**src/rtl/rxq_pkg.sv**
```systemverilog
package rxq_pkg;

  typedef enum logic [1:0] {
    PM_NONE  = 2'd0,
    PM_PAR   = 2'd1,
    PM_FORCE = 2'd2,
    PM_MULTI = 2'd3
  } par_mode_e;

  typedef struct packed {
    logic brk;
    logic fe;
    logic pe;
  } rx_flags_t;

  // Flag stored in the parity position. data_xor is the XOR of all data bits.
  function automatic logic rxq_par_flag(input logic [1:0] mode, input logic sel,
                                        input logic data_xor, input logic xbit);
    logic f;
    case (mode)
      PM_PAR:   f = data_xor ^ xbit ^ sel;
      PM_FORCE: f = xbit ^ sel;
      PM_MULTI: f = xbit;
      default:  f = 1'b0;
    endcase
    return f;
  endfunction

  function automatic logic rxq_is_break(input logic data_zero, input logic has_x,
                                        input logic xbit, input logic stop_bit);
    return data_zero && !stop_bit && (!has_x || !xbit);
  endfunction

endpackage

```
**src/rtl/rxq_sampler.sv**
```systemverilog
module rxq_sampler
  import rxq_pkg::*;
#(
  parameter int DATA_BITS = 8,
  parameter int OVS       = 16
) (
  input  logic                 clk,
  input  logic                 rst_n,
  input  logic                 os_tick,
  input  logic                 rxd,
  input  logic [1:0]           par_mode,
  input  logic                 par_sel,
  output logic                 frm_done,
  output logic [DATA_BITS-1:0] frm_data,
  output rx_flags_t            frm_flags
);
  localparam int CW  = $clog2(OVS);
  localparam int BW  = $clog2(DATA_BITS + 1);
  localparam logic [CW-1:0] MID_CNT  = CW'(OVS / 2 - 2);
  localparam logic [CW-1:0] LAST_CNT = CW'(OVS - 1);
  localparam logic [BW-1:0] LAST_BIT = BW'(DATA_BITS - 1);

  typedef enum logic [2:0] {
    RX_IDLE, RX_START, RX_DATA, RX_EXTRA, RX_STOP, RX_WAITHI
  } rx_state_e;

  rx_state_e            st;
  logic [1:0]           sync_q;
  logic                 rxd_s;
  logic [CW-1:0]        cnt;
  logic [BW-1:0]        bit_idx;
  logic [DATA_BITS-1:0] shreg;
  logic                 xbit;
  logic                 has_x;
  logic                 false_start;
  logic                 bit_point;

  assign rxd_s       = sync_q[1];
  assign has_x       = (par_mode != PM_NONE);
  assign bit_point   = os_tick && (cnt == LAST_CNT);
  assign false_start = os_tick && (st == RX_START) && (cnt == MID_CNT) && rxd_s;

  always_ff @(posedge clk or negedge rst_n) begin
    if (!rst_n) begin
      sync_q    <= 2'b11;
      st        <= RX_IDLE;
      cnt       <= '0;
      bit_idx   <= '0;
      shreg     <= '0;
      xbit      <= 1'b0;
      frm_done  <= 1'b0;
      frm_data  <= '0;
      frm_flags <= '0;
    end else begin
      sync_q   <= {sync_q[0], rxd};
      frm_done <= 1'b0;
      if (os_tick) begin
        case (st)
          RX_IDLE: if (!rxd_s) begin
            st  <= RX_START;
            cnt <= '0;
          end
          RX_START: if (cnt == MID_CNT) begin
            cnt     <= '0;
            bit_idx <= '0;
            xbit    <= 1'b0;
            st      <= rxd_s ? RX_IDLE : RX_DATA;
          end else begin
            cnt <= cnt + 1'b1;
          end
          RX_DATA: if (bit_point) begin
            cnt   <= '0;
            shreg <= {rxd_s, shreg[DATA_BITS-1:1]};
            if (bit_idx == LAST_BIT) st <= has_x ? RX_EXTRA : RX_STOP;
            else                     bit_idx <= bit_idx + 1'b1;
          end else begin
            cnt <= cnt + 1'b1;
          end
          RX_EXTRA: if (bit_point) begin
            cnt  <= '0;
            xbit <= rxd_s;
            st   <= RX_STOP;
          end else begin
            cnt <= cnt + 1'b1;
          end
          RX_STOP: if (bit_point) begin
            cnt           <= '0;
            frm_done      <= 1'b1;
            frm_data      <= shreg;
            frm_flags.fe  <= !rxd_s;
            frm_flags.pe  <= rxq_par_flag(par_mode, par_sel, ^shreg, xbit);
            frm_flags.brk <= rxq_is_break(shreg == '0, has_x, xbit, rxd_s);
            st            <= rxd_s ? RX_IDLE : RX_WAITHI;
          end else begin
            cnt <= cnt + 1'b1;
          end
          RX_WAITHI: if (rxd_s) st <= RX_IDLE;
          default: st <= RX_IDLE;
        endcase
      end
    end
  end

  p_false_start_idle_r8: assert property (@(posedge clk) disable iff (!rst_n)
    false_start |=> (st == RX_IDLE && !frm_done));

  p_break_holds_line_r9: assert property (@(posedge clk) disable iff (!rst_n)
    (frm_done && frm_flags.brk) |-> (st == RX_WAITHI || st == RX_IDLE));

endmodule

```
**src/rtl/rxq_fifo.sv**
```systemverilog
module rxq_fifo #(
  parameter int W     = 11,
  parameter int DEPTH = 8
) (
  input  logic                       clk,
  input  logic                       rst_n,
  input  logic                       push,
  input  logic                       pop,
  input  logic [W-1:0]               wdata,
  output logic [W-1:0]               rdata,
  output logic [$clog2(DEPTH+1)-1:0] count
);
  localparam int PW = (DEPTH > 1) ? $clog2(DEPTH) : 1;
  localparam int CW = $clog2(DEPTH + 1);

  logic [W-1:0]  mem [DEPTH];
  logic [PW-1:0] wr_ptr, rd_ptr;

  function automatic logic [PW-1:0] ptr_next(input logic [PW-1:0] p);
    return (p == PW'(DEPTH - 1)) ? '0 : p + 1'b1;
  endfunction

  assign rdata = mem[rd_ptr];

  always_ff @(posedge clk or negedge rst_n) begin
    if (!rst_n) begin
      wr_ptr <= '0;
      rd_ptr <= '0;
      count  <= '0;
    end else begin
      if (push) wr_ptr <= ptr_next(wr_ptr);
      if (pop)  rd_ptr <= ptr_next(rd_ptr);
      case ({push, pop})
        2'b10:   count <= count + 1'b1;
        2'b01:   count <= count - 1'b1;
        default: count <= count;
      endcase
    end
  end

  for (genvar i = 0; i < DEPTH; i++) begin : g_slot
    always_ff @(posedge clk or negedge rst_n) begin
      if (!rst_n)                            mem[i] <= '0;
      else if (push && wr_ptr == PW'(i))     mem[i] <= wdata;
    end
  end

  p_no_overflow_r1: assert property (@(posedge clk) disable iff (!rst_n)
    (push && !pop) |-> (count < CW'(DEPTH)));

  p_no_underflow_r11: assert property (@(posedge clk) disable iff (!rst_n)
    pop |-> (count != '0));

endmodule

```
**src/rtl/rx_char_queue.sv**
```systemverilog
module rx_char_queue
  import rxq_pkg::*;
#(
  parameter int DATA_BITS = 8,
  parameter int OVS       = 16,
  parameter int DEPTH     = 8
) (
  input  logic                 clk,
  input  logic                 rst_n,
  input  logic                 os_tick,
  input  logic                 rxd,
  input  logic [1:0]           par_mode,
  input  logic                 par_sel,
  input  logic                 rd_strobe,
  input  logic                 clr_err,
  output logic [DATA_BITS-1:0] rx_data,
  output logic [7:0]           rx_status
);
  localparam int EW = DATA_BITS + 3;
  localparam int CW = $clog2(DEPTH + 1);

  logic                 frm_done;
  logic [DATA_BITS-1:0] frm_data;
  rx_flags_t            frm_flags;
  logic [EW-1:0]        frame_in;

  logic [EW-1:0] head;
  logic [CW-1:0] count;
  logic          fifo_full, fifo_nonempty;

  logic          hold_v;
  logic [EW-1:0] hold_q;
  logic          push, rd_pop, hold_load, hold_clear, ovr_evt;
  logic [EW-1:0] wdata;
  logic          ovr_q;
  rx_flags_t     head_flags;

  rxq_sampler #(.DATA_BITS(DATA_BITS), .OVS(OVS)) u_sampler (
    .clk(clk), .rst_n(rst_n), .os_tick(os_tick), .rxd(rxd),
    .par_mode(par_mode), .par_sel(par_sel),
    .frm_done(frm_done), .frm_data(frm_data), .frm_flags(frm_flags)
  );

  assign frame_in = {frm_flags, frm_data};

  rxq_fifo #(.W(EW), .DEPTH(DEPTH)) u_fifo (
    .clk(clk), .rst_n(rst_n), .push(push), .pop(rd_pop),
    .wdata(wdata), .rdata(head), .count(count)
  );

  assign fifo_full     = (count == CW'(DEPTH));
  assign fifo_nonempty = (count != '0);
  assign rd_pop        = rd_strobe && fifo_nonempty;

  always_comb begin
    push       = 1'b0;
    wdata      = frame_in;
    hold_load  = 1'b0;
    hold_clear = 1'b0;
    ovr_evt    = 1'b0;
    if (hold_v && rd_pop) begin
      push  = 1'b1;
      wdata = hold_q;
      if (frm_done) hold_load  = 1'b1;
      else          hold_clear = 1'b1;
    end else if (frm_done) begin
      if (!fifo_full || rd_pop) begin
        push = 1'b1;
      end else begin
        hold_load = 1'b1;
        ovr_evt   = hold_v;
      end
    end
  end

  always_ff @(posedge clk or negedge rst_n) begin
    if (!rst_n) begin
      hold_v <= 1'b0;
      hold_q <= '0;
      ovr_q  <= 1'b0;
    end else begin
      if (hold_load) begin
        hold_v <= 1'b1;
        hold_q <= frame_in;
      end else if (hold_clear) begin
        hold_v <= 1'b0;
      end
      if (ovr_evt)      ovr_q <= 1'b1;
      else if (clr_err) ovr_q <= 1'b0;
    end
  end

  assign head_flags = fifo_nonempty ? rx_flags_t'(head[EW-1:DATA_BITS]) : '0;
  assign rx_data    = fifo_nonempty ? head[DATA_BITS-1:0] : '0;
  assign rx_status  = {head_flags.brk, head_flags.fe, head_flags.pe, ovr_q,
                       2'b00, fifo_full, fifo_nonempty};

  p_hold_needs_full_r2: assert property (@(posedge clk) disable iff (!rst_n)
    hold_v |-> fifo_full);

  p_full_kept_on_refill_r2: assert property (@(posedge clk) disable iff (!rst_n)
    (hold_v && rd_strobe) |=> rx_status[1]);

  p_ovr_sticky_r4: assert property (@(posedge clk) disable iff (!rst_n)
    (ovr_q && !clr_err) |=> ovr_q);

  p_ovr_needs_waiting_r4: assert property (@(posedge clk) disable iff (!rst_n)
    $rose(ovr_q) |-> $past(hold_v));

  p_rdy_falls_on_read_r3: assert property (@(posedge clk) disable iff (!rst_n)
    $fell(rx_status[0]) |-> $past(rd_strobe));

endmodule

```
**config.mk**
```make
export PLATFORM = sky130hd
export DESIGN_NAME = rx_char_queue
export DESIGN_NICKNAME = d
export VERILOG_FILES = /design/src/rtl/rxq_pkg.sv /design/src/rtl/rxq_sampler.sv /design/src/rtl/rxq_fifo.sv /design/src/rtl/rx_char_queue.sv
export SDC_FILE = /design/constraint.sdc
export NUM_CORES = 1
export LEC_CHECK = 0
export BUFFER_PORTS_ARGS = -buffer_cell sky130_fd_sc_hd__buf_2
export CAP_MARGIN = 15
export CORE_MARGIN = 2
export CORE_UTILIZATION = 50
export DETAILED_ROUTE_END_ITERATION = 7
export PLACE_DENSITY = 0.67
export SETUP_SLACK_MARGIN = 0.2
export SLEW_MARGIN = 15
export SYNTH_ARGS = -nofsm -noshare
export SYNTH_HDL_FRONTEND = slang
export SYNTH_SLANG_ARGS = --single-unit
export TNS_END_PERCENT = 30
```
**constraint.sdc**
```tcl
create_clock -name clk -period 8.6 [get_ports clk]
set_input_delay 0.86 -clock clk [delete_from_list [all_inputs] [get_ports clk]]
set_output_delay 0.86 -clock clk [all_outputs]
set_load 0.01 [all_outputs]
```
# Word-level counts from Yosys, hierarchy flattened
# Cells that the tools add are included.
# word_totals
word_cells	155
ff_bits	145
output_inout_bits	16
input_bits	9
# classes
n_mux	51
bitwise_logic	4
add_sub_neg	6
n_eq_ne	30
n_reduce_logical	38
n_lt_le_gt_ge	1
# ops
cell	n
3-bit two-way mux	12
11-bit binary-select mux with 3-bit select	1
11-bit two-way mux	3
4-bit two-way mux	6
3-bit equality test (second input constant)	7
1-bit two-way mux	21
3-bit one-hot mux with 6 select lines	1
4-bit one-hot mux with 2 select lines	2
1-bit logical AND	13
4-bit by 1-bit adder with 4-bit output (second input constant)	3
3-bit by 2-bit equality test with 1-bit output (second input constant)	4
4-bit one-hot mux with 3 select lines	1
2-bit nonzero test	6
2-bit by 1-bit != test with 1-bit output (second input constant)	5
3-bit AND reduction	3
4-bit by 3-bit equality test with 1-bit output (second input constant)	2
4-bit equality test (second input constant)	2
8-bit logical NOT	1
8-bit two-way mux	1
8-bit AND reduction	1
8-bit XOR reduction	1
3-bit by 1-bit adder with 3-bit output (second input constant)	2
2-bit equality test (second input constant)	3
3-bit by 1-bit equality test with 1-bit output (second input constant)	2
17 further kinds	27

# Depth between registers and ports, before layout
# Gate-level depths: netlist (run 1).
# logic_depth
word_depth	8
mapped_depth	14
depth_no_buf	12

# By module
# Synthesis (run 1) repeated with hierarchy kept, for this count alone.
# unflattened
hier_cells	543
hier_area_um2	7193.1
# modules_own_cells
mod	seq_area_each_um2	cells_per_inst	instances	area_per_inst_um2
rxq_fifo	2452.4	282	1	4591.9
rxq_sampler	853.3	190	1	1800.5
rx_char_queue	325.3	71	1	800.8

# Worst setup path after synthesis (run 1)
# OpenSTA, ideal clock, no wires.
# synth_timing
path_kind	reg-to-reg
startpoint	register u_fifo.count[1]
endpoint	register u_fifo.count[2]
path_buffers	1
setup_time_ns	0.126
t_required_ns	8.474
arrival_time_ns	2.579
stages_incl_launch_ff	13
period_less_slack_ns	2.705
slack_ns	5.895
path_cell_list	dfrtp_1 > buf_6 > or4b_4 > o21ai_4 > nand2_1 > inv_1 > ha_1 > xor2_1 > ha_1 > a21oi_1 > xor2_1 > nor2_1 > xor2_1
# synth_between
elab_chain_cells	8
word_cells_on_any_way	15
cone_classes	add/sub (2); eq/ne (3); mux (4); reduce/logical (6)
# synth_lines
item	line	source
start, declared	rxq_fifo.sv:11	output logic [$clog2(DEPTH+1)-1:0] count
start signal, assigned	rxq_fifo.sv:34	2'b10: count <= count + 1'b1;
start signal, assigned	rxq_fifo.sv:35	2'b01: count <= count - 1'b1;
start signal, assigned	rxq_fifo.sv:36	default: count <= count;
4-bit equality test or 4-bit nonzero test (tied branches)	rx_char_queue.sv:51, rx_char_queue.sv:52	
1-bit logical NOT or 1-bit logical AND (tied branches)	rx_char_queue.sv:67, rx_char_queue.sv:53	
1-bit logical OR	rx_char_queue.sv:67	if (!fifo_full || rd_pop) begin
1-bit two-way mux	rx_char_queue.sv:67	
1-bit two-way mux	rx_char_queue.sv:66	end else if (frm_done) begin
1-bit two-way mux	rx_char_queue.sv:61	if (hold_v && rd_pop) begin
2-bit by 1-bit equality test with 1-bit output or 2-bit equality test (tied branches)	rxq_fifo.sv:33	case ({push, pop})
4-bit one-hot mux with 2 select lines or 2-bit nonzero test (tied branches)	n/a	
# Parallel ways exist; a longest one is shown, timed or not.
# A chain may end at the register's enable or synchronous reset.

# Worst setup path after layout (run 1)
# Ends and elaborated chain as after synthesis.

==> impl_metrics.toml, run 1 <==
[clock_network]
cts_resized = 0
clk_pin_slew_ps = 60
cts_max_path_buffers = 2
ctsHoldBuffers = 0
cts_buffers = 17
cts_tree = "yes"
clk_latency_ps = 430
cts-htree-levels = 4
cts_root_buffer = "clkbuf_16"
clock-sinks = 145
post_cts_buffers = 0

[power]
combPwrFrac_pct = 17.2
internal_power_mw = 1.31
clkPwrFrac_pct = 38.1
power_density_nw_per_um2 = 245
max-vdd-ir-drop_mv = 0.127
power_mw = 1.87
cellLeakagePower_nw = 3.70
p_seq_share_pct = 44.7
p_sw_share_pct = 29.9
switching_power_mw = 0.559

[job]
cap_viol_max_count = 0

[timing]
period_share_pct = 38.2
max_clock_freq_ghz = 0.304
skew_ps = 12.1
hold_viol = 0
setup_viol = 0
timing.final.ws_setup_ps = 5320
hold_ws_ps = 358
rsz0062_at_grt = "no"
relSlewSlack_pct = 26.1
finalCriticalPeriod_ps = 3280
fin_setup_tns_ps = 0
drv_slew = 0
worstMarginPinSlew_ps = 1110

[die]
start_util_pct = 50.7
rows = 43
die_area_sq_um = 14900
core_sq_um = 13800
die_w_um = 122
fp.dieH_um = 122
ios = 25

[synthesis]
ys_seq_area_share_pct = 52.0
synthSimpleGateAreaFrac_pct = 12.0
yosysTopAreaCellShare_pct = 51.2
yosys-mux-area-fraction_pct = 12.7
synthCells = 650
synth_adder_area_share_pct = 3.76
ys_ff_latch = 145
synth_area_leaders = "dfrtp_1, mux4_2, a21oi_1, nor2_1, ha_1"
synthFlopType = "dfrtp_1"
netlist_area_sq_um = 6990
syn_avg_cell_area_sq_um = 10.8
ys_warn_count = 0
synth_edf_count = 0
synthArstFlopShare_pct = 100
synthXorXnorAreaFrac_pct = 1.13
synth_top_family_by_area = "compound AO/OA/AOI/OAI gates"
synth.largest_area_cell = "dfrtp_1"
synth_compound_area_share_pct = 12.7
synth_cell_type_count = 53

[routing]
ant_nets = 0
drc = 0
drtIter0Drc = 319
drt_pass1_iterations = 5
via_per_inst = 5.48
wl_per_cell_um = 16.6
vias = 4643
wl_mm = 14.1

[place]
hpwl_mm = 8.90
place_worst_setup_slack_ps = 4820
portBuffers = 22
place_area_sq_um = 7050
placedCellCount = 815
place.gp.congestion = 0.806

[min_path]
min-delay-start = "u_sampler.sync_q[0]$_DFF_PN1_"
hp-class = "reg -> reg"
min_path_cells = 0
hold-path-endpoint = "u_sampler.sync_q[1]$_DFF_PN1_"

[cells_and_area]
final_nets = 684
syn_to_final_growth_pct = 9.34
fillers = 1197
fin_util_pct = 55.5
seq_area_sq_um = 3630
drive_gt1_share_pct = 16.8
finalNonFillerCells = 847
n_antenna_cell = 0
multi_input_area_sq_um = 2990
design_area_sq_um = 7640

[global_routing]
grt_overflow = 0
grt_first_pass_wirelength_mm = 22.9
track_usage_pct = 20.3
antenna_found_initial = 0
grt_max_degree = 102
grt_pass1_vias = 4614

[worst_setup_path]
cp_data_arrival_time_ps = 3600
path_common_cell = "xor2_1"
r2r.worst_path.cells = 13
worstReg2RegEnd = "u_fifo.count[2]$_DFFE_PN0P_"
crit_family = "simple AND/OR/NAND/NOR gates"
cp-end-kind = "flop"
crit_chain = "nor4_2 > buf_4 > inv_2 > nand3_2 > nand2_1 > inv_1 > ha_1 > xor2_1 > ha_1 > a21oi_1 > xor2_1 > nor2_1 > xor2_1"
worstSetupPathType = "reg -> reg"
r2r-start = "u_fifo.count[1]$_DFFE_PN0P_"
critPathBufInv = 3
crit_path_max_incr_delay_ps = 550
worstPathRequired_ps = 8910
cp_max_fo = 21
r2r_slack_ps = 5320
crit_slowest_cell = "nand3_2"
start_kind = "flop"

[status]
run_status = "finished, final reports clean"
[state kept, by name (all words and copies together), names as in the netlist]
register	count
u_fifo.mem	88
hold_q	11
u_sampler.frm_data	8
u_sampler.shreg	8
u_fifo.count	4
u_sampler.bit_idx	4
u_sampler.cnt	4
u_fifo.rd_ptr	3
u_fifo.wr_ptr	3
u_sampler.frm_flags	3
u_sampler.st	3
u_sampler.sync_q	2
hold_v	1
ovr_q	1
u_sampler.frm_done	1
u_sampler.xbit	1
[final cells by class]
type                            count  area share [%]
Tap cell                          180            2.95
Multi-Input combinational cell    442            39.1
Inverter                           23            1.13
Clock buffer                       17            5.57
Clock inverter                     15            1.88
Timing Repair Buffer               25            1.82
Sequential cell                   145            47.5
[how the worst max path moves through the flow]
stage / startpoint / cells past startpoint / end / slack [ps]
2_1_floorplan: u_fifo.count[1]$_DFFE_PN0P_ / 12 / u_fifo.count[2]$_DFFE_PN0P_ / 5890
3_3_place_gp: rd_strobe / 11 / u_fifo.count[2]$_DFFE_PN0P_ / 4980
3_5_place_dp: rd_strobe / 11 / u_fifo.count[2]$_DFFE_PN0P_ / 4820
4_1_cts: u_fifo.count[0]$_DFFE_PN0P_ / 13 / u_fifo.count[2]$_DFFE_PN0P_ / 4950
5_1_grt: u_fifo.count[0]$_DFFE_PN0P_ / 13 / u_fifo.count[2]$_DFFE_PN0P_ / 5020
6_report: u_fifo.count[1]$_DFFE_PN0P_ / 13 / u_fifo.count[2]$_DFFE_PN0P_ / 5320
[layer usage]
metal	part of all wire, %	wire length (um)	track usage (%)	vias up
li1	-	-	-	2253
met5	0	0	0	-
met4	1.2	162	6.97	0
met3	3.9	553	5.39	17
met1	46	6420	26.4	2279
met2	49	6930	33.0	94
[cell families (layout without fill, tap and decap cells)]
kind of cell	after synthesis	after routing
compound gates	158	158
xor+xnor	9	9
fa+ha+maj	21	21
buf+inv	64	80
flops	145	145
mux	59	59
other cells	1	2
simple gates	193	193
[placed cells by master (no fill, tap or decap), types with 5 or more instances in the layout]
| master | synthesis | routed |
|---|---|---|
| nand2b_1 | 6 | 6 |
| inv_1 | 22 | 22 |
| o21ai_0 | 34 | 34 |
| ha_1 | 21 | 21 |
| clkbuf_16 | 0 | 17 |
| dfrtp_1 | 143 | 143 |
| mux4_2 | 22 | 22 |
| nand3_1 | 7 | 6 |
| buf_2 | 6 | 21 |
| nand2_1 | 43 | 43 |
| mux2_2 | 15 | 15 |
| nor2_1 | 112 | 112 |
| xor2_1 | 5 | 5 |
| clkinv_2 | 0 | 7 |
| a21oi_1 | 97 | 97 |
| mux2i_1 | 22 | 22 |
[worst reg2reg max path, cell delays in order (launching register included)]
cell     delay (ps)
dfrtp_1         490
nor4_2           90
buf_4           210
inv_2           100
nand3_2         550
nand2_1         430
inv_1           110
ha_1            280
xor2_1          170
ha_1            180
a21oi_1         180
xor2_1          170
nor2_1           70
xor2_1          140
[power groups by stage]
stage	logic, mW	registers (mW)	clock network, mW
final	0.322	0.836	0.712
after global routing	0.359	0.847	0.754
after CTS	0.328	0.836	0.725
after detailed placement	0.326	0.847	0
after global placement	0.313	0.844	0
after floorplan	0.295	0.787	0
[cells in the mapped netlist (all sizes together), types with 3 or more instances]
cell / count
nand3b: 4
dfrtp: 143
mux2i: 22
nor3: 3
nor2: 112
buf: 30
o21ai: 36
clkbuf: 11
inv: 23
nand2b: 6
xnor2: 4
ha: 21
mux4: 22
nand3: 7
mux2: 15
a21o: 3
a21oi: 103
nand2: 43
o22ai: 3
xor2: 5
No activity file was read; power rests on OpenSTA's default activity.
==> run 2: changes to the inputs <==
clock period = 3.25 ns   (was 8.6 ns; I/O delays follow)
==> impl_metrics.toml, run 2 (synthesis gave the netlist of run 1 again) <==
[timing]
worstMarginPinSlew_ps = 1140
drv_slew = 0
fin_setup_tns_ps = 0
hold_viol = 0
finalCriticalPeriod_ps = 2710
period_share_pct = 83.4
rsz0062_at_grt = "no"
max_clock_freq_ghz = 0.369
setup_viol = 0
skew_ps = 8.99
relSlewSlack_pct = 24.0

[place]
portBuffers = 22
place.gp.congestion = 0.811
place_area_sq_um = 7080
hpwl_mm = 8.77

[die]
fp.dieH_um = 122
core_sq_um = 13800
die_area_sq_um = 14900
rows = 43
start_util_pct = 50.7
ios = 25
die_w_um = 122

[cells_and_area]
drive_gt1_share_pct = 16.7
design_area_sq_um = 7690
final_cell_mix = "dfrtp_1, nor2_1, a21oi_1"
largest_register_ffs = 88
n_antenna_cell = 0
fillers = 1177
top_regs = "u_fifo.mem (88), hold_q (11)"
syn_to_final_growth_pct = 10.0
final_common_cell = "dfrtp_1"
top_register = "u_fifo.mem"
final_nets = 689

[worst_setup_path]
worstSetupPathType = "reg -> reg"
worstPathRequired_ps = 3550
start_kind = "flop"
crit_family = "simple AND/OR/NAND/NOR gates"
crit_slowest_cell = "or4b_4"
path_common_cell = "xor2_1"
cp_data_arrival_time_ps = 3010
cp-end-kind = "flop"
cp_max_fo = 7
critPathBufInv = 1
crit_chain = "or4b_4 > o21ai_4 > nand2_1 > inv_1 > ha_1 > xor2_1 > ha_1 > a21oi_1 > xor2_1 > nor2_1 > xor2_1"
crit_path_max_incr_delay_ps = 600

[power]
power_density_nw_per_um2 = 651
max-vdd-ir-drop_mv = 0.408
p_sw_share_pct = 28.9
internal_power_mw = 3.56
clkPwrFrac_pct = 38.7
switching_power_mw = 1.45
cellLeakagePower_nw = 3.73
combPwrFrac_pct = 18.4
p_seq_share_pct = 42.8

[clock_network]
clock-sinks = 145
clk_pin_slew_ps = 50
cts_root_buffer = "clkbuf_16"
cts_buffers = 17
cts_tree = "yes"
clk_latency_ps = 430
cts_max_path_buffers = 2
cts_resized = 0
cts-htree-levels = 4

[global_routing]
grt_first_pass_wirelength_mm = 23.5
grt_max_degree = 83
grt_pass1_vias = 4763
track_usage_pct = 20.6
grt_overflow = 0
antenna_found_initial = 0

[routing]
via_per_inst = 5.53
drc = 0
wl_mm = 13.5
wl_per_cell_um = 15.9
drt_pass1_iterations = 5
drtIter0Drc = 297
vias = 4704
ant_nets = 0

[job]
cap_viol_max_count = 0

[min_path]
hp-class = "in -> reg"

[status]
run_status = "finished, final reports clean"
run 2: cell type report:
| type | instances | area, sq um | share of cell area (%) |
|---|---|---|---|
| repair buffers | 30 | 194 | 2.52 |
| inverters | 23 | 86.3 | 1.12 |
| clock buffers | 22 | 484 | 6.30 |
| flip-flops and latches | 145 | 3630 | 47.2 |
| clock inverters | 9 | 106 | 1.38 |
| multi-input cells | 442 | 2960 | 38.5 |
| well taps | 180 | 225 | 2.93 |
run 2: through the flow:
stage / setup slack (ps) / hold WS, ps / utilization, % / total power [mW] / std cells
finish: 540 / 105 / 55.8 / 5.01 / 851
detailed placement: 538 / 347 / 51.4 / 3.11 / 818
floorplan: 545 / 29.4 / - / 2.86 / 651
CTS: 515 / 90.2 / 55.8 / 5.06 / 851
global route: 320 / 112 / 55.8 / 5.27 / 851
global placement: 701 / 344 / 51.4 / 3.07 / 818
run 2: final timing paths:
check	startpoint	end	slack, ps	cells past startpoint
max	u_fifo.count[0]$_DFFE_PN0P_	u_fifo.count[2]$_DFFE_PN0P_	540	11
min	clr_err	ovr_q$_DFFE_PN0P_	100	2
max reg2reg	u_fifo.count[0]$_DFFE_PN0P_	u_fifo.count[2]$_DFFE_PN0P_	540	11
min reg2reg	u_sampler.sync_q[0]$_DFF_PN1_	u_sampler.sync_q[1]$_DFF_PN1_	360	0
max in group asynchronous	rst_n	u_sampler.sync_q[0]$_DFF_PN1_	1950	3
min in group asynchronous	rst_n	u_fifo.mem[87]$_DFFE_PN0P_	450	2
run 2: timing repair:
item                                   CTS  global route
hold buffers                             2             0
setup buffers                            0             0
endpoints found under the hold margin   64             0
run 2: power groups by stage:
| stage | Clock (mW) | Combinational [mW] | Sequential [mW] |
|---|---|---|---|
| 3_5_place_dp | 0 | 0.936 | 2.18 |
| 5_1_grt | 2.05 | 1.05 | 2.18 |
| 2_1_floorplan | 0 | 0.780 | 2.08 |
| 3_3_place_gp | 0 | 0.901 | 2.17 |
| 6_report | 1.94 | 0.924 | 2.15 |
| 4_1_cts | 1.97 | 0.943 | 2.15 |
run 2: routing by layer:
metal  routed length, um  track usage [%]  up-vias
met5                   0                0        -
met4                 176             6.82        0
met3                 533             4.88       14
met2                6820             34.4       88
met1                6010             26.4     2339
li1                    -                -     2263
==> run 3: changes to the inputs <==
clock period = 2.8 ns   (was 3.25 ns; I/O delays follow)
==> impl_metrics.toml, run 3 (synthesis gave the netlist of run 1 again) <==
[status]
run_status = "finished, final reports clean"

[timing]
skew_ps = 5.62
worstMarginPinSlew_ps = 1100
hold_viol = 0
relSlewSlack_pct = 26.8
period_share_pct = 88.9
finalCriticalPeriod_ps = 2490
setup_viol = 0
rsz0062_at_grt = "yes"
fin_setup_tns_ps = 0
drv_slew = 0
max_clock_freq_ghz = 0.402
timing.final.ws_setup_ps = 312

[worst_setup_path]
crit_chain = "or4b_4 > o21ai_4 > nand2_4 > inv_2 > ha_4 > xor2_2 > ha_1 > a21oi_2 > xor2_1 > nor2_1 > xor2_1"
cp-end-kind = "flop"
r2r-start = "u_fifo.count[0]$_DFFE_PN0P_"
path_common_cell = "xor2_1"
r2r.worst_path.cells = 11
worstPathRequired_ps = 3100
critPathBufInv = 1
start_kind = "flop"
worstSetupPathType = "reg -> reg"
cp_max_fo = 7
crit_family = "simple AND/OR/NAND/NOR gates"
r2r_slack_ps = 310
cp_data_arrival_time_ps = 2780
worstReg2RegEnd = "u_fifo.count[2]$_DFFE_PN0P_"
crit_path_max_incr_delay_ps = 580
crit_slowest_cell = "or4b_4"

[clock_network]
cts-htree-levels = 4
clock-sinks = 145
clk_latency_ps = 420
cts_root_buffer = "clkbuf_16"
clk_pin_slew_ps = 60
cts_max_path_buffers = 2
cts_tree = "yes"
cts_buffers = 17

[cells_and_area]
top_register = "u_fifo.mem"
design_area_sq_um = 7850
n_antenna_cell = 0
final_nets = 703
final_cell_mix = "dfrtp_1, nor2_1, a21oi_1"
drive_gt1_share_pct = 19.7
fillers = 1183
largest_register_ffs = 88
top_regs = "u_fifo.mem (88), hold_q (11)"
final_common_cell = "dfrtp_1"
syn_to_final_growth_pct = 12.3

[routing]
wl_per_cell_um = 16.0
via_per_inst = 5.55
wirelength_met1_mm = 6.12
drtIter0Drc = 335
ant_nets = 0
highest_layer = "met4"
vias = 4802
drc = 0
drt_pass1_iterations = 5
met2RoutedLength_mm = 7.05
dr_wl_met3_um = 476
wl_mm = 13.8

[global_routing]
grt_pass1_vias = 4718
track_usage_pct = 19.8
grt_max_degree = 72
grt_overflow = 0
grt_first_pass_wirelength_mm = 22.8
antenna_found_initial = 0

[min_path]
min-delay-start = "clr_err"
hold-path-endpoint = "ovr_q$_DFFE_PN0P_"
min_path_cells = 2
hp-class = "in -> reg"

[place]
portBuffers = 22
place.gp.congestion = 0.791
place_worst_setup_slack_ps = 217
place_area_sq_um = 7160
hpwl_mm = 9.00

[power]
power_density_nw_per_um2 = 763
power_mw = 5.98
max-vdd-ir-drop_mv = 0.460
cellLeakagePower_nw = 3.81

[die]
fp.dieH_um = 122
start_util_pct = 50.7
die_area_sq_um = 14900
ios = 25
core_sq_um = 13800
rows = 43
die_w_um = 122

[job]
cap_viol_max_count = 0
-- run 3: how the worst max path moves through the flow --
stage | from | slack (ps) | depth (start not counted) | end
2_1_floorplan | u_fifo.count[1]$_DFFE_PN0P_ | 220 | 12 | u_fifo.count[2]$_DFFE_PN0P_
3_5_place_dp | u_fifo.count[0]$_DFFE_PN0P_ | 220 | 11 | u_fifo.count[2]$_DFFE_PN0P_
3_3_place_gp | u_fifo.count[0]$_DFFE_PN0P_ | 390 | 11 | u_fifo.count[2]$_DFFE_PN0P_
6_report | u_fifo.count[0]$_DFFE_PN0P_ | 310 | 11 | u_fifo.count[2]$_DFFE_PN0P_
4_1_cts | u_fifo.count[0]$_DFFE_PN0P_ | 220 | 11 | u_fifo.count[2]$_DFFE_PN0P_
5_1_grt | u_fifo.count[0]$_DFFE_PN0P_ | 180 | 11 | u_fifo.count[2]$_DFFE_PN0P_
-- run 3: cell type report --
cell class,count,area (sq um),area share (%)
well taps,180,225,2.87
clock buffers,21,470,5.99
repair buffers,44,299,3.81
flip-flops and latches,145,3630,46.3
clock inverters,11,135,1.72
multi-input cells,442,3000,38.2
inverters,23,86.3,1.10
-- run 3: layer usage --
metal  GRT usage [%]  vias to the layer above
met5               0                        -
met4            6.47                        0
met3            4.41                       18
met2            33.9                      105
met1            25.0                     2374
li1                -                     2305
-- run 3: report_power, final --
part | switching (mW) | internal [mW]
combinational | 0.642 | 0.546
clock | 0.849 | 1.46
sequential | 0.222 | 2.27
-- run 3: worst reg2reg max path: cells and delay by family, from the launching register on --
family,cells,cell delay (ps)
compound gates,2,300
xor+xnor,3,430
fa+ha+maj,2,360
buf+inv,1,80
flops,1,430
simple gates,3,770
-- run 3: stage by stage --
stage                     hold slack, ps  util, %  instances
after CTS                           39.8     56.6        861
after floorplan                    -15.6        -        651
after global routing                40.8     57.0        866
after global placement               327     52.0        827
after detailed placement             333     52.0        827
final                               55.0     57.0        866
-- run 3: what timing repair did --
action | 4_1_cts | 5_1_grt
setup buffers | 0 | 5
pin swaps | 0 | 3
hold buffers | 2 | 0
gates resized for setup | 2 | 4
endpoints found under the hold margin | 68 | 0
endpoints found under the setup margin | 1 | 2
